<file path="config.mk">
export PLATFORM = sky130hd
export DESIGN_NAME = mbank_ctrl
export DESIGN_NICKNAME = d
export VERILOG_FILES = /design/src/rtl/mbank_pkg.sv /design/src/rtl/mbank_cfg.sv /design/src/rtl/mbank_seq.sv /design/src/rtl/mbank_strobe.sv /design/src/rtl/mbank_wperr.sv /design/src/rtl/mbank_ctrl.sv
export SDC_FILE = /design/constraint.sdc
export NUM_CORES = 1
export LEC_CHECK = 0
export BUFFER_PORTS_ARGS = -buffer_cell sky130_fd_sc_hd__buf_2
export CAP_MARGIN = 20
export CORE_UTILIZATION = 30
export DETAILED_ROUTE_END_ITERATION = 16
export PLACE_DENSITY = 0.49
export SLEW_MARGIN = 20
export SYNTH_ARGS = -nofsm -noshare
export SYNTH_HDL_FRONTEND = slang
export SYNTH_HIERARCHICAL = 1
export SYNTH_SLANG_ARGS = --single-unit
</file>
<file path="constraint.sdc">
create_clock -name clk_i -period 2.2 [get_ports clk_i]
set_input_delay 0.22 -clock clk_i [delete_from_list [all_inputs] [get_ports clk_i]]
set_output_delay 0.22 -clock clk_i [all_outputs]
set_load 0.05 [all_outputs]
</file>
<file path="src/rtl/mbank_pkg.sv">
package mbank_pkg;
  localparam int unsigned WAIT_W = 4;

  typedef enum logic [1:0] {
    BDIP_NORM = 2'd0,
    BDIP_LATE = 2'd1,
    BDIP_TOG  = 2'd2
  } bdip_mode_e;

  typedef struct packed {
    logic              valid;
    logic              wprot;
    logic              blen8;
    logic              bsel;
    logic              late;
    logic              tog;
    logic              ext_ack;
    logic              binh;
    logic [WAIT_W-1:0] wait_st;
  } cfg_t;

  localparam cfg_t CFG_RST = '{valid: 1'b0, wprot: 1'b0, blen8: 1'b0, bsel: 1'b0,
                               late: 1'b0, tog: 1'b0, ext_ack: 1'b0, binh: 1'b1,
                               wait_st: '0};
endpackage

</file>
<file path="src/rtl/mbank_cfg.sv">
module mbank_cfg
  import mbank_pkg::*;
(
  input  logic       clk_i,
  input  logic       rst_ni,
  input  logic       load_i,
  input  cfg_t       cfg_d_i,
  output cfg_t       cfg_q_o,
  output bdip_mode_e mode_o,
  output logic       conflict_o
);
  cfg_t cfg_q;

  always_ff @(posedge clk_i or negedge rst_ni) begin
    if (!rst_ni)     cfg_q <= CFG_RST;
    else if (load_i) cfg_q <= cfg_d_i;
  end

  // toggle wins when both pacing bits are set
  always_comb begin
    if (cfg_q.tog)       mode_o = BDIP_TOG;
    else if (cfg_q.late) mode_o = BDIP_LATE;
    else                 mode_o = BDIP_NORM;
  end

  assign conflict_o = cfg_q.tog & cfg_q.late;
  assign cfg_q_o    = cfg_q;
endmodule

</file>
<file path="src/rtl/mbank_seq.sv">
module mbank_seq #(
  parameter int unsigned NBYTE       = 4,
  parameter int unsigned BEATS_SHORT = 4,
  parameter int unsigned BEATS_LONG  = 8,
  parameter int unsigned WAIT_W      = 4
) (
  input  logic              clk_i,
  input  logic              rst_ni,
  input  logic              ts_i,
  input  logic              match_i,
  input  logic              write_i,
  input  logic              burst_req_i,
  input  logic              burst_en_i,
  input  logic [NBYTE-1:0]  byte_en_i,
  input  logic              ext_ta_i,
  input  logic              valid_i,
  input  logic              wprot_i,
  input  logic              blen8_i,
  input  logic              binh_i,
  input  logic              ext_ack_i,
  input  logic [WAIT_W-1:0] wait_st_i,
  output logic              active_o,
  output logic              write_o,
  output logic              burst_o,
  output logic              last_o,
  output logic              wait_done_o,
  output logic              ack_o,
  output logic [NBYTE-1:0]  be_o,
  output logic              wp_hit_o
);
  localparam int unsigned CNT_W = $clog2(BEATS_LONG + 1);

  logic              active_q, write_q, burst_q;
  logic [WAIT_W-1:0] wcnt_q;
  logic [CNT_W-1:0]  beat_q, nbeats_q, nbeats_d;
  logic [NBYTE-1:0]  be_q;
  logic              hit, start, burst_ok, wait_done, ack, last;

  assign hit       = ts_i && match_i && !active_q && valid_i;
  assign wp_hit_o  = hit && write_i && wprot_i;
  assign start     = hit && !(write_i && wprot_i);
  assign burst_ok  = burst_req_i && burst_en_i && !binh_i;
  assign nbeats_d  = !burst_ok ? CNT_W'(1) :
                     blen8_i   ? CNT_W'(BEATS_LONG) : CNT_W'(BEATS_SHORT);
  assign wait_done = (wcnt_q == '0);
  assign ack       = active_q && (ext_ack_i ? ext_ta_i : wait_done);
  assign last      = (beat_q == nbeats_q - CNT_W'(1));

  always_ff @(posedge clk_i or negedge rst_ni) begin
    if (!rst_ni) begin
      active_q <= 1'b0;
      write_q  <= 1'b0;
      burst_q  <= 1'b0;
      wcnt_q   <= '0;
      beat_q   <= '0;
      nbeats_q <= CNT_W'(1);
      be_q     <= '0;
    end else if (start) begin
      active_q <= 1'b1;
      write_q  <= write_i;
      burst_q  <= burst_ok;
      wcnt_q   <= wait_st_i;
      beat_q   <= '0;
      nbeats_q <= nbeats_d;
      be_q     <= byte_en_i;
    end else if (active_q) begin
      if (!wait_done) wcnt_q <= wcnt_q - WAIT_W'(1);
      if (ack) begin
        if (last) active_q <= 1'b0;
        else      beat_q   <= beat_q + CNT_W'(1);
      end
    end
  end

  assign active_o    = active_q;
  assign write_o     = write_q;
  assign burst_o     = burst_q;
  assign last_o      = last;
  assign wait_done_o = wait_done;
  assign ack_o       = ack;
  assign be_o        = be_q;
endmodule

</file>
<file path="src/rtl/mbank_strobe.sv">
module mbank_strobe
  import mbank_pkg::*;
#(
  parameter int unsigned NBYTE = 4
) (
  input  logic             active_i,
  input  logic             write_i,
  input  logic             burst_i,
  input  logic             last_i,
  input  logic             wait_done_i,
  input  logic             ack_i,
  input  logic [NBYTE-1:0] be_i,
  input  logic             bsel_i,
  input  logic             ext_ack_i,
  input  logic             binh_i,
  input  bdip_mode_e       mode_i,
  output logic             cs_o,
  output logic [NBYTE-1:0] be_o,
  output logic             bi_no,
  output logic             bdip_o,
  output logic             ta_o
);
  logic pace;

  always_comb begin
    unique case (mode_i)
      BDIP_LATE: pace = wait_done_i;
      BDIP_TOG:  pace = ack_i;
      default:   pace = 1'b1;
    endcase
  end

  assign cs_o   = active_i;
  assign ta_o   = active_i && !ext_ack_i && wait_done_i;
  assign bi_no  = !binh_i;
  assign be_o   = (active_i && (bsel_i || write_i)) ? be_i : '0;
  assign bdip_o = active_i && burst_i && !last_i && pace;
endmodule

</file>
<file path="src/rtl/mbank_wperr.sv">
module mbank_wperr (
  input  logic clk_i,
  input  logic rst_ni,
  input  logic set_i,
  input  logic clr_i,
  output logic flag_o
);
  always_ff @(posedge clk_i or negedge rst_ni) begin
    if (!rst_ni)     flag_o <= 1'b0;
    else if (set_i)  flag_o <= 1'b1;
    else if (clr_i)  flag_o <= 1'b0;
  end
endmodule

</file>
<file path="src/rtl/mbank_ctrl.sv">
module mbank_ctrl
  import mbank_pkg::*;
#(
  parameter int unsigned NBYTE       = 4,
  parameter int unsigned BEATS_SHORT = 4,
  parameter int unsigned BEATS_LONG  = 8
) (
  input  logic              clk_i,
  input  logic              rst_ni,
  input  logic              cfg_load_i,
  input  logic              cfg_valid_i,
  input  logic              cfg_wprot_i,
  input  logic              cfg_blen8_i,
  input  logic              cfg_bsel_i,
  input  logic              cfg_late_bdip_i,
  input  logic              cfg_tog_bdip_i,
  input  logic              cfg_ext_ack_i,
  input  logic              cfg_binh_i,
  input  logic [WAIT_W-1:0] cfg_wait_i,
  input  logic              burst_en_i,
  input  logic              ts_i,
  input  logic              match_i,
  input  logic              write_i,
  input  logic              burst_req_i,
  input  logic [NBYTE-1:0]  byte_en_i,
  input  logic              ext_ta_i,
  input  logic              wp_clr_i,
  output logic              cs_o,
  output logic [NBYTE-1:0]  be_o,
  output logic              bi_no,
  output logic              bdip_o,
  output logic              ta_o,
  output logic              wp_err_o,
  output logic              cfg_err_o
);
  cfg_t             cfg_d, cfg_q;
  bdip_mode_e       mode;
  logic             active, wr_q, burst_q, last, wait_done, ack, wp_hit;
  logic [NBYTE-1:0] be_q;

  assign cfg_d = '{valid: cfg_valid_i, wprot: cfg_wprot_i, blen8: cfg_blen8_i,
                   bsel: cfg_bsel_i, late: cfg_late_bdip_i, tog: cfg_tog_bdip_i,
                   ext_ack: cfg_ext_ack_i, binh: cfg_binh_i, wait_st: cfg_wait_i};

  mbank_cfg u_cfg (
    .clk_i      (clk_i),
    .rst_ni     (rst_ni),
    .load_i     (cfg_load_i),
    .cfg_d_i    (cfg_d),
    .cfg_q_o    (cfg_q),
    .mode_o     (mode),
    .conflict_o (cfg_err_o)
  );

  mbank_seq #(
    .NBYTE       (NBYTE),
    .BEATS_SHORT (BEATS_SHORT),
    .BEATS_LONG  (BEATS_LONG),
    .WAIT_W      (WAIT_W)
  ) u_seq (
    .clk_i       (clk_i),
    .rst_ni      (rst_ni),
    .ts_i        (ts_i),
    .match_i     (match_i),
    .write_i     (write_i),
    .burst_req_i (burst_req_i),
    .burst_en_i  (burst_en_i),
    .byte_en_i   (byte_en_i),
    .ext_ta_i    (ext_ta_i),
    .valid_i     (cfg_q.valid),
    .wprot_i     (cfg_q.wprot),
    .blen8_i     (cfg_q.blen8),
    .binh_i      (cfg_q.binh),
    .ext_ack_i   (cfg_q.ext_ack),
    .wait_st_i   (cfg_q.wait_st),
    .active_o    (active),
    .write_o     (wr_q),
    .burst_o     (burst_q),
    .last_o      (last),
    .wait_done_o (wait_done),
    .ack_o       (ack),
    .be_o        (be_q),
    .wp_hit_o    (wp_hit)
  );

  mbank_strobe #(.NBYTE(NBYTE)) u_strobe (
    .active_i    (active),
    .write_i     (wr_q),
    .burst_i     (burst_q),
    .last_i      (last),
    .wait_done_i (wait_done),
    .ack_i       (ack),
    .be_i        (be_q),
    .bsel_i      (cfg_q.bsel),
    .ext_ack_i   (cfg_q.ext_ack),
    .binh_i      (cfg_q.binh),
    .mode_i      (mode),
    .cs_o        (cs_o),
    .be_o        (be_o),
    .bi_no       (bi_no),
    .bdip_o      (bdip_o),
    .ta_o        (ta_o)
  );

  mbank_wperr u_wperr (
    .clk_i  (clk_i),
    .rst_ni (rst_ni),
    .set_i  (wp_hit),
    .clr_i  (wp_clr_i),
    .flag_o (wp_err_o)
  );
endmodule

</file>
Yosys cells after proc, flatten, opt, wreduce, memory -nomap -nowiden --
Cells that the tools add are included.
Word-level totals: memories kept 0, register bits 32, ROM bits 0, RAM bits 0, bits in latches 0, bits of input ports 26
Operators by class: reduce and logical (&&, ||, !) cells 28, bitwise gates (word level) 1, mux-type cells 20, order comparisons 0, add/subtract/negate cells 3, $mul 0, div/mod/pow operators 0, shifts and indexed selects 0, equality and inequality tests 5
Operator list (count):
- $mux 4 | 10
- $logic_and 1x1->1 | 16
- $mux 1 | 8
- $sub 4x1->4 const B | 2
- $reduce_bool 2->1 | 3
- $logic_not 1->1 | 5
- $add 4x1->4 const B | 1
- $eq 4x4->1 | 1
- $logic_not 4->1 | 1
- $reduce_and 3->1 | 1
- $eq 2x1->1 const B | 1
- $eq 2x2->1 const B | 1
- $mux 2 | 1
- $ne 2x1->1 const B | 1
- $ne 2x2->1 const B | 1
- $pmux 1 s2 | 1
- $reduce_and 2->1 | 1
- $and 1x1->1 | 1
- $logic_or 1x1->1 | 1

Depth between registers and ports, before layout --
Gate-level depths: netlist of run 1.
depth after elaboration 6, mapped depth 7, mapped depth without buffers 7

By module --
The synthesis of run 1 kept the hierarchy.
Modules (own cells, without submodules):
- mbank_seq | seq. area each 451.7 um^2, area each 964.7 um^2, cells each 91, times used 1
- mbank_cfg | seq. area each 301.5 um^2, area each 505.5 um^2, cells each 28, times used 1
- mbank_strobe | seq. area each 0.0 um^2, area each 107.6 um^2, cells each 16, times used 1
- mbank_wperr | seq. area each 25.0 um^2, area each 36.3 um^2, cells each 3, times used 1

Worst setup path before layout of run 1 --
No wires, ideal clock.
path kind reg2out, start reg u_seq.nbeats_q[0], end out bdip_o, stages on the path, launching flop included 7, slack -0.498 ns, path buffers 1, data arrival time 2.478 ns, data required time 1.980 ns, cells stage by stage dfstp_2 inv_1 ha_1 xnor3_1 and4b_1 buf_6 nor3_1
On the way: cells in the longest elaborated chain, start to end 5
RTL lines:
- from (decl) | RTL line mbank_seq.sv:35 | logic [CNT_W-1:0] beat_q, nbeats_q, nbeats_d;
- from (signal assigned) | RTL line mbank_seq.sv:64 | nbeats_q <= nbeats_d;
- $sub 4x1->4 | RTL line mbank_seq.sv:47 | assign last = (beat_q == nbeats_q - CNT_W'(1));
- $eq 4x4->1 | RTL line mbank_seq.sv:47
- named net last | RTL line mbank_ctrl.sv:38 | logic active, wr_q, burst_q, last, wait_done, ack, wp_hit;
- $logic_not 1->1 | RTL line mbank_strobe.sv:37 | assign bdip_o = active_i && burst_i && !last_i && pace;
- $logic_and 1x1->1 (2 in series) | RTL line mbank_strobe.sv:37
- to (decl) | RTL line mbank_ctrl.sv:31 | output logic bdip_o,
The timed path passes the listed nets, and every way through them passes these cells.

Final worst setup path of run 1 --
start reg u_seq.wcnt_q[0], end out bdip_o
On the way: cells in the longest elaborated chain, start to end 5
RTL lines:
- from (decl) | RTL line mbank_seq.sv:34 | logic [WAIT_W-1:0] wcnt_q;
- from (signal assigned) | RTL line mbank_seq.sv:62 | wcnt_q <= wait_st_i;
- from (signal assigned) | RTL line mbank_seq.sv:67 | if (!wait_done) wcnt_q <= wcnt_q - WAIT_W'(1);
- $logic_not 4->1 | RTL line mbank_seq.sv:45 | assign wait_done = (wcnt_q == '0);
- $mux 1 | RTL line mbank_seq.sv:46 | assign ack = active_q && (ext_ack_i ? ext_ta_i : wait_done);
- $logic_and 1x1->1 | RTL line mbank_seq.sv:46
- named net ack | RTL line mbank_ctrl.sv:38
- $pmux 1 s2 | RTL line mbank_strobe.sv:26 | unique case (mode_i)
- $logic_and 1x1->1 | RTL line mbank_strobe.sv:37
The timed path passes the listed nets, and every way through them passes these cells.

==> impl_results.md, run 1 <==
- Status: finished with violations
- Syn-to-layout area delta: 23.9%
- R2r setup slk: 0.27 ns
- Num ports: 36
- Cells after DPL: 239
- Cell leakage power: 0.968 nW
- Initial antenna violation count: 0
- Fin cells: 248
- Initial Util: 31.4%
- Post-synth top cells: dfrtp_1, inv_1, nand2_1
- Final #Nets: 210
- Final setup vio count: 0
- # hold bufs at CTS: 0
- Final core utilization: 38.9%
- Synth area leader: dfrtp_1
- Die area: 5680 sq um
- Share of cells above drive strength 1: 41.0%
- CORE AREA: ~5100 sq um
- CTS sink count: 31
- Unique masters post-synth: 36
- Initial DRC count: 25
- Grt ovf: 0
- DRT antenna net count: 0
- Final hold vios: 28
- Max Clock Skew: 0.00841 ns
- Drt wl/cell: 12.1 microns
- Pwr/cell area: 1100 nW/um^2
- Cell count after synthesis: 138
- Failing checks: hold timing
- Max VDD drop: 0.562 mV
- IO buf count: 35
- Max-slew violations: 0
- CTS tree: yes
- 1st-pass router iterations: 2
- Minimum clock period: about 2.1 ns
- Std-Cell Rows: 26
- Worst slew pin tran: 0.701 ns
- CTS buffer count: 5
- CP Max Fanout: 3
- Fin crit share: 95.8%
- Number of global-route vias before repair: 1116
- Final HPWL DP: 2230 microns
- DR vias: 1100
- Critical Path End: bdip_o
- # DRC: 0
- Reg2Reg Launch Point: u_seq/nbeats_q[0]
- Root Buffer: clkbuf_8
- Gpl congestion: 0.660
- Synthesized area: 1610 sq um
- Type of the worst setup path: reg -> out
- CP Capture Type: primary output
- Latest clock arrival within the worst-skew pair: 0.28 ns
- HP Class: in -> async
- Synth top area share: between 40% and 50%
- Die H: 75.4 microns
- Max_slew headroom: 53.3%
- Die width: 75.4 microns
- Drt via density: about 4.4
- Seq cells post-synth: 31
- Post-Route WL: 3000 microns
- End of the worst register-to-register path: u_seq/beat_q[0]
- Main area contributors after synthesis: dfrtp_1, mux2_4, mux2_2, ha_1, dfstp_2
- Critical path startpoint: u_seq/wcnt_q[0]
- EDFF count, synth: 0
- Min Hold Slack: -0.0186 ns
- Diode count: 0
- Critical Path RT: 1.98 ns
- Sequential element share of the synthesized area: 48.2%
- Synth Flop Type: dfrtp_1
- First-pass GRT wire length: roughly 5000 microns
- Synth warn: 6
- Max frequency: ~470 MHz
- Maximum clock path buffer count: 2
- Worst r2r path cells: 7
- Filler cells: about 530
- GR Util All Layers: 12.1%
- Mapped Nets: 170
- Worst-path clk slew: 0.07 ns
- Startpoint types: register
- H-Tree Depth: 2
- FFs w/ async S/R, synth: 100%
- Number of max-cap violations: 0
- Worst EP arrival: 1.89 ns
- Most common cell in the netlist: dfrtp_1
- Largest net degree at the start of global routing: 32
- Avg Cell Area, Syn: approximately 12 sq um
[cells by family after synthesis]
family	synth area share, %
and+or+nand+nor	13.8
DFF	48.2
muxes	17.3
AOI/OAI and AO/OA	7.36
buffers and inverters	6.20
adders and majority gates	4.65
xor gates and xnor gates	2.48
[state kept, by name (all words and copies together) (netlist names)]
register and count:
u_seq/wcnt_q 4, u_seq/write_o 1, u_seq/be_o 4, u_seq/burst_o 1, u_seq/beat_q 4, u_seq/active_o 1
u_cfg/cfg_q_o 12, u_seq/nbeats_q 3, u_wperr/flag_o 1
[power breakdown]
part / internal [mW] / leakage (nW) / switching, mW
Combinational: 0.364 / 0.540 / 0.454
Clock: 0.332 / 0.0513 / 0.202
Sequential: 0.729 / 0.377 / 0.116
Total: 1.43 / 0.968 / 0.772
[cell type report]
type / count / area [sq um] / share of cell area, %
repair buffers: 40 / 219 / 11.0
clock inverters: 1 / 30.0 / 1.50
inverters: 11 / 41.3 / 2.07
well taps: 70 / 87.6 / 4.38
flip-flops and latches: 31 / 778 / 38.9
clock buffers: 6 / 72.6 / 3.63
multi-input cells: 89 / 771 / 38.5
[worst max-delay path, cell delays in order (launching register included)]
cell and delay (ns):
dfrtp_1 0.34, inv_1 0.08, ha_1 0.23, nor4b_2 0.17, o21ai_1 0.17, inv_1 0.10
a221oi_4 0.31, nor3_4 0.07, buf_6 0.15
[stage by stage]
step | power [mW] | TNS [ns] | setup WS (ns) | instance area (sq um) | hold slack [ns]
final | 2.20 | 0 | 0.0918 | 2000 | -0.0186
after global routing | 2.35 | -0.00489 | -0.00489 | 2000 | 0.0294
after CTS | 2.21 | 0 | 0.0209 | 1980 | 0.0101
after detailed placement | 1.62 | 0 | 0.128 | 1850 | 0.320
after global placement | 1.59 | 0 | 0.157 | 1850 | 0.309
after floorplan | 1.48 | 0 | 0.123 | 1630 | -0.0756
[worst min path at each step]
stage | to | start | slack (ns)
after global placement | u_seq/beat_q[3] | rst_ni | 0.31
final | u_seq/beat_q[1] | rst_ni | -0.02
after global routing | u_seq/beat_q[1] | rst_ni | 0.03
after detailed placement | u_seq/beat_q[1] | rst_ni | 0.32
after floorplan | u_cfg/cfg_q_o[0] | rst_ni | -0.08
after CTS | u_seq/beat_q[1] | rst_ni | 0.01
[placed cells by master, fill, tap and decap left out, types with 2 or more instances in the layout]
cell type	n
dfstp_2	2
clkbuf_8	5
nor3_1	2
mux2i_1	5
and2_1	6
a21oi_1	7
nor3b_2	2
nand2_1	11
buf_4	5
mux2_4	10
mux2_2	7
dfrtp_1	29
buf_2	34
o31ai_1	2
nor2_1	8
ha_1	6
nand2b_1	2
o21ai_0	3
inv_1	11
[per-layer routing]
metal,wire length (microns),global-route usage [%],vias to the layer above
li1,-,-,546
met1,1440,14.5,518
met2,1340,19.9,33
met3,199,4.76,3
met4,23,3.70,0
met5,0,0,-
[repair_timing]
| item | 4_1_cts | 5_1_grt |
|---|---|---|
| gates resized for setup | 5 | 2 |
| setup buffers | 2 | 0 |
| endpoints found under the setup margin | 1 | 2 |
| pin swaps | 1 | 3 |
(Power assumes the default switching activity.)
==> run 2: changes to the inputs <==
--- a/config.mk
+++ b/config.mk
@@ -7,9 +7,9 @@
 export LEC_CHECK = 0
 export BUFFER_PORTS_ARGS = -buffer_cell sky130_fd_sc_hd__buf_2
 export CAP_MARGIN = 20
-export CORE_UTILIZATION = 30
+export CORE_UTILIZATION = 45
 export DETAILED_ROUTE_END_ITERATION = 16
-export PLACE_DENSITY = 0.49
+export PLACE_DENSITY = 0.68
 export SLEW_MARGIN = 20
 export SYNTH_ARGS = -nofsm -noshare
 export SYNTH_HDL_FRONTEND = slang
==> run 2 against run 1 <==
The run now ends clean. Critical endpoint unchanged. Register-to-register slack gained 0.04 ns. Critical path depth shrank 2. Sequential share of layout area grew 0.74 points. Sequential power grew 1%. Power shrank 6.3%. Highest routed layer unchanged. Design area shrank 1.9%. Wire length shrank 1.4%. Hold slack gained 0.13 ns. Non-clock buffer count grew 5. First-iteration DRC count grew 28%. Fmax shrank 0.56%. Global-route usage grew 5.6 points.
==> impl_results.md, run 2 (synthesis gave the netlist of run 1 again) <==
- Status: finished clean (was finished with violations)
- First-pass GRT wire length: 4640 microns (was 5040 microns)
- CP Capture Type: primary output (unchanged)
- Number of max-cap violations: 0 (unchanged)
- Clock Power Share: 15.7% (was 24.3%)
- TNS Setup: 0 ns (unchanged)
- Die width: 61.9 microns (was 75.4 microns)
- Final #Nets: 215 (was 210)
- WHS Path Cells: 2
- HP Class: in -> reg (was in -> async)
- CORE AREA: 3390 sq um (was 5140 sq um)
- Final HPWL DP: 2110 microns (was 2230 microns)
- # DRC: 0 (unchanged)
- CTS tree: yes (unchanged)
- Switching Share: 38.7% (was 35.1%)
- Grt ovf: 0 (unchanged)
- Drt wl/cell: 12.9 microns (was 12.1 microns)
- Pwr/cell area: 1050 nW/um^2 (was 1100 nW/um^2)
- Max_slew headroom: 53.5% (was 53.3%)
- Minimum clock period: 2.12 ns (was 2.11 ns)
- Commonest non-fill, non-tap cell in the layout: buf_2 (unchanged)
- Post-route cell area: 1960 sq um (was 2000 sq um)
- Crit path cell chain: inv_1 > ha_1 > xor2_1 > and4b_2 > nor3_4 > buf_6 (was inv_1 > ha_1 > nor4b_2 > o21ai_1 > inv_1 > a221oi_4 > nor3_4 > buf_6)
- CP Max Fanout: 2 (was 3)
- Cell leakage power: 0.970 nW (was 0.968 nW)
- Std-Cell Rows: 21 (was 26)
- Worst-path clk slew: 0.10 ns (was 0.07 ns)
- Final setup vio count: 0 (unchanged)
- Number of global-route vias before repair: 1118 (was 1116)
- 1st-pass router iterations: 4 (was 2)
- Syn-to-layout area delta: 21.6% (was 23.9%)
- Internal Power: 1.26 mW (was 1.43 mW)
- Max-slew violations: 0 (unchanged)
- Worst slew pin tran: 0.697 ns (was 0.701 ns)
- Logic pwr share: 42.8% (was 37.3%)
- Slowest CP cell: dfstp_2 (was dfrtp_1)
- IO buf count: 35 (unchanged)
- CTS buffer count: 5 (unchanged)
- DR vias: 1152 (was 1100)
- Gpl congestion: 0.818 (was 0.660)
- Hold Path End: u_cfg/cfg_q_o[7]
- Reg2Reg Launch Point: u_seq/nbeats_q[0] (unchanged)
- DP Worst Slack: 0.0843 ns (was 0.128 ns)
- Share of cells above drive strength 1: 42.9% (was 41.0%)
- Min Hold Slack: 0.108 ns (was -0.0186 ns)
- Final worst slack: 0.0798 ns (was 0.0918 ns)
- Root Buffer: clkbuf_4 (was clkbuf_8)
- Final hold vios: 0 (was 28)
- Post-Route WL: 2960 microns (was 3000 microns)
- GR Util All Layers: 17.7% (was 12.1%)
- Worst r2r path cells: 7 (unchanged)
- Startpoint types: register (unchanged)
- Placed inst area: 1830 sq um (was 1850 sq um)
- End of the worst register-to-register path: u_seq/beat_q[2] (was u_seq/beat_q[0])
- Maximum clock path buffer count: 2 (unchanged)
- CTS sink count: 31 (unchanged)
- Fin crit share: 96.4% (was 95.8%)
- Die area: 3830 sq um (was 5680 sq um)
- Largest register FFs: 12 (unchanged)
- H-Tree Depth: 2 (unchanged)
- Max Clock Skew: 0.00511 ns (was 0.00841 ns)
- Worst path max stage delay: 0.54 ns (was 0.34 ns)
- Sequential power share: 41.5% (was 38.5%)
- Initial DRC count: 32 (was 25)
- Worst EP arrival: 1.90 ns (was 1.89 ns)
- Diode count: 0 (unchanged)
- Critical Path RT: 1.98 ns (about the same)
- Switching pwr: 0.796 mW (was 0.772 mW)
- Most frequent cells in the layout: buf_2, dfrtp_1, nand2_1 (was buf_2, dfrtp_1, inv_1, nand2_1, mux2_4)
- R2r setup slk: 0.31 ns (was 0.27 ns)
- Die H: 61.9 microns (was 75.4 microns)
- Initial antenna violation count: 0 (unchanged)
- Max VDD drop: 0.625 mV (was 0.562 mV)
- Min-delay src: cfg_late_bdip_i
- Num ports: 36 (unchanged)
- Initial Util: 47.6% (was 31.4%)
- Latest clock arrival within the worst-skew pair: 0.34 ns (was 0.28 ns)
- Type of the worst setup path: reg -> out (unchanged)
- Max frequency: 472 MHz (was 474 MHz)
- Drt via density: 5.01 (was 4.44)
- DRT antenna net count: 0 (unchanged)
- Largest net degree at the start of global routing: 32 (unchanged)
## run 2: what timing repair did
action	CTS	global route
gates resized for setup	5	5
endpoints found under the hold margin	29	0
pin swaps	6	2
endpoints found under the setup margin	1	2
setup buffers	2	3
hold buffers	1	0
## run 2: area by class of cell
cell class,instances,area [sq um]
multi-input combinational,89,776
clock buffer,7,45.0
tap,46,57.6
fill,293,1430
timing repair buffer,45,259
inverter,11,41.3
sequential,31,778
clock inverter,1,5.00
## run 2: metal layers
metal	global-route usage [%]	share of wire, %	vias up
li1	-	-	559
met1	19.0	41	560
met2	31.0	53	28
met3	4.35	4.3	5
met4	11.4	1.7	0
met5	0	0	-
## run 2: stage by stage
stage / cells / power (mW) / util (%)
floorplan: 138 / 1.48 / -
global placement: 216 / 1.58 / 54.0
detailed placement: 216 / 1.63 / 54.0
CTS: 227 / 2.00 / 56.6
global route: 230 / 2.19 / 57.9
finish: 230 / 2.06 / 57.9
## run 2: how the worst max path moves through the flow
stage                            from  endpoint  slack, ns  cells past startpoint
CTS                   u_seq/wcnt_q[0]    bdip_o      0.006                      8
floorplan           u_seq/nbeats_q[0]    bdip_o       0.12                      6
detailed placement  u_seq/nbeats_q[0]    bdip_o       0.08                      6
finish              u_seq/nbeats_q[0]    bdip_o       0.08                      6
global route          u_seq/wcnt_q[0]    bdip_o      -0.02                      8
global placement    u_seq/nbeats_q[0]    bdip_o       0.17                      6
## run 2: critical path: cells and delay by family, from the launching register on
kind	cells	cell delay, ns
simple gates	2	0.37
fa+ha+maj	1	0.29
buf+inv	2	0.23
flops	1	0.54
xor+xnor	1	0.14
## run 2: power by group through the flow
stage	Combinational (mW)	Sequential (mW)	Clock (mW)
final	0.882	0.854	0.323
after global routing	0.958	0.873	0.359
after floorplan	0.644	0.832	0
after CTS	0.823	0.842	0.337
after detailed placement	0.776	0.851	0
after global placement	0.737	0.844	0
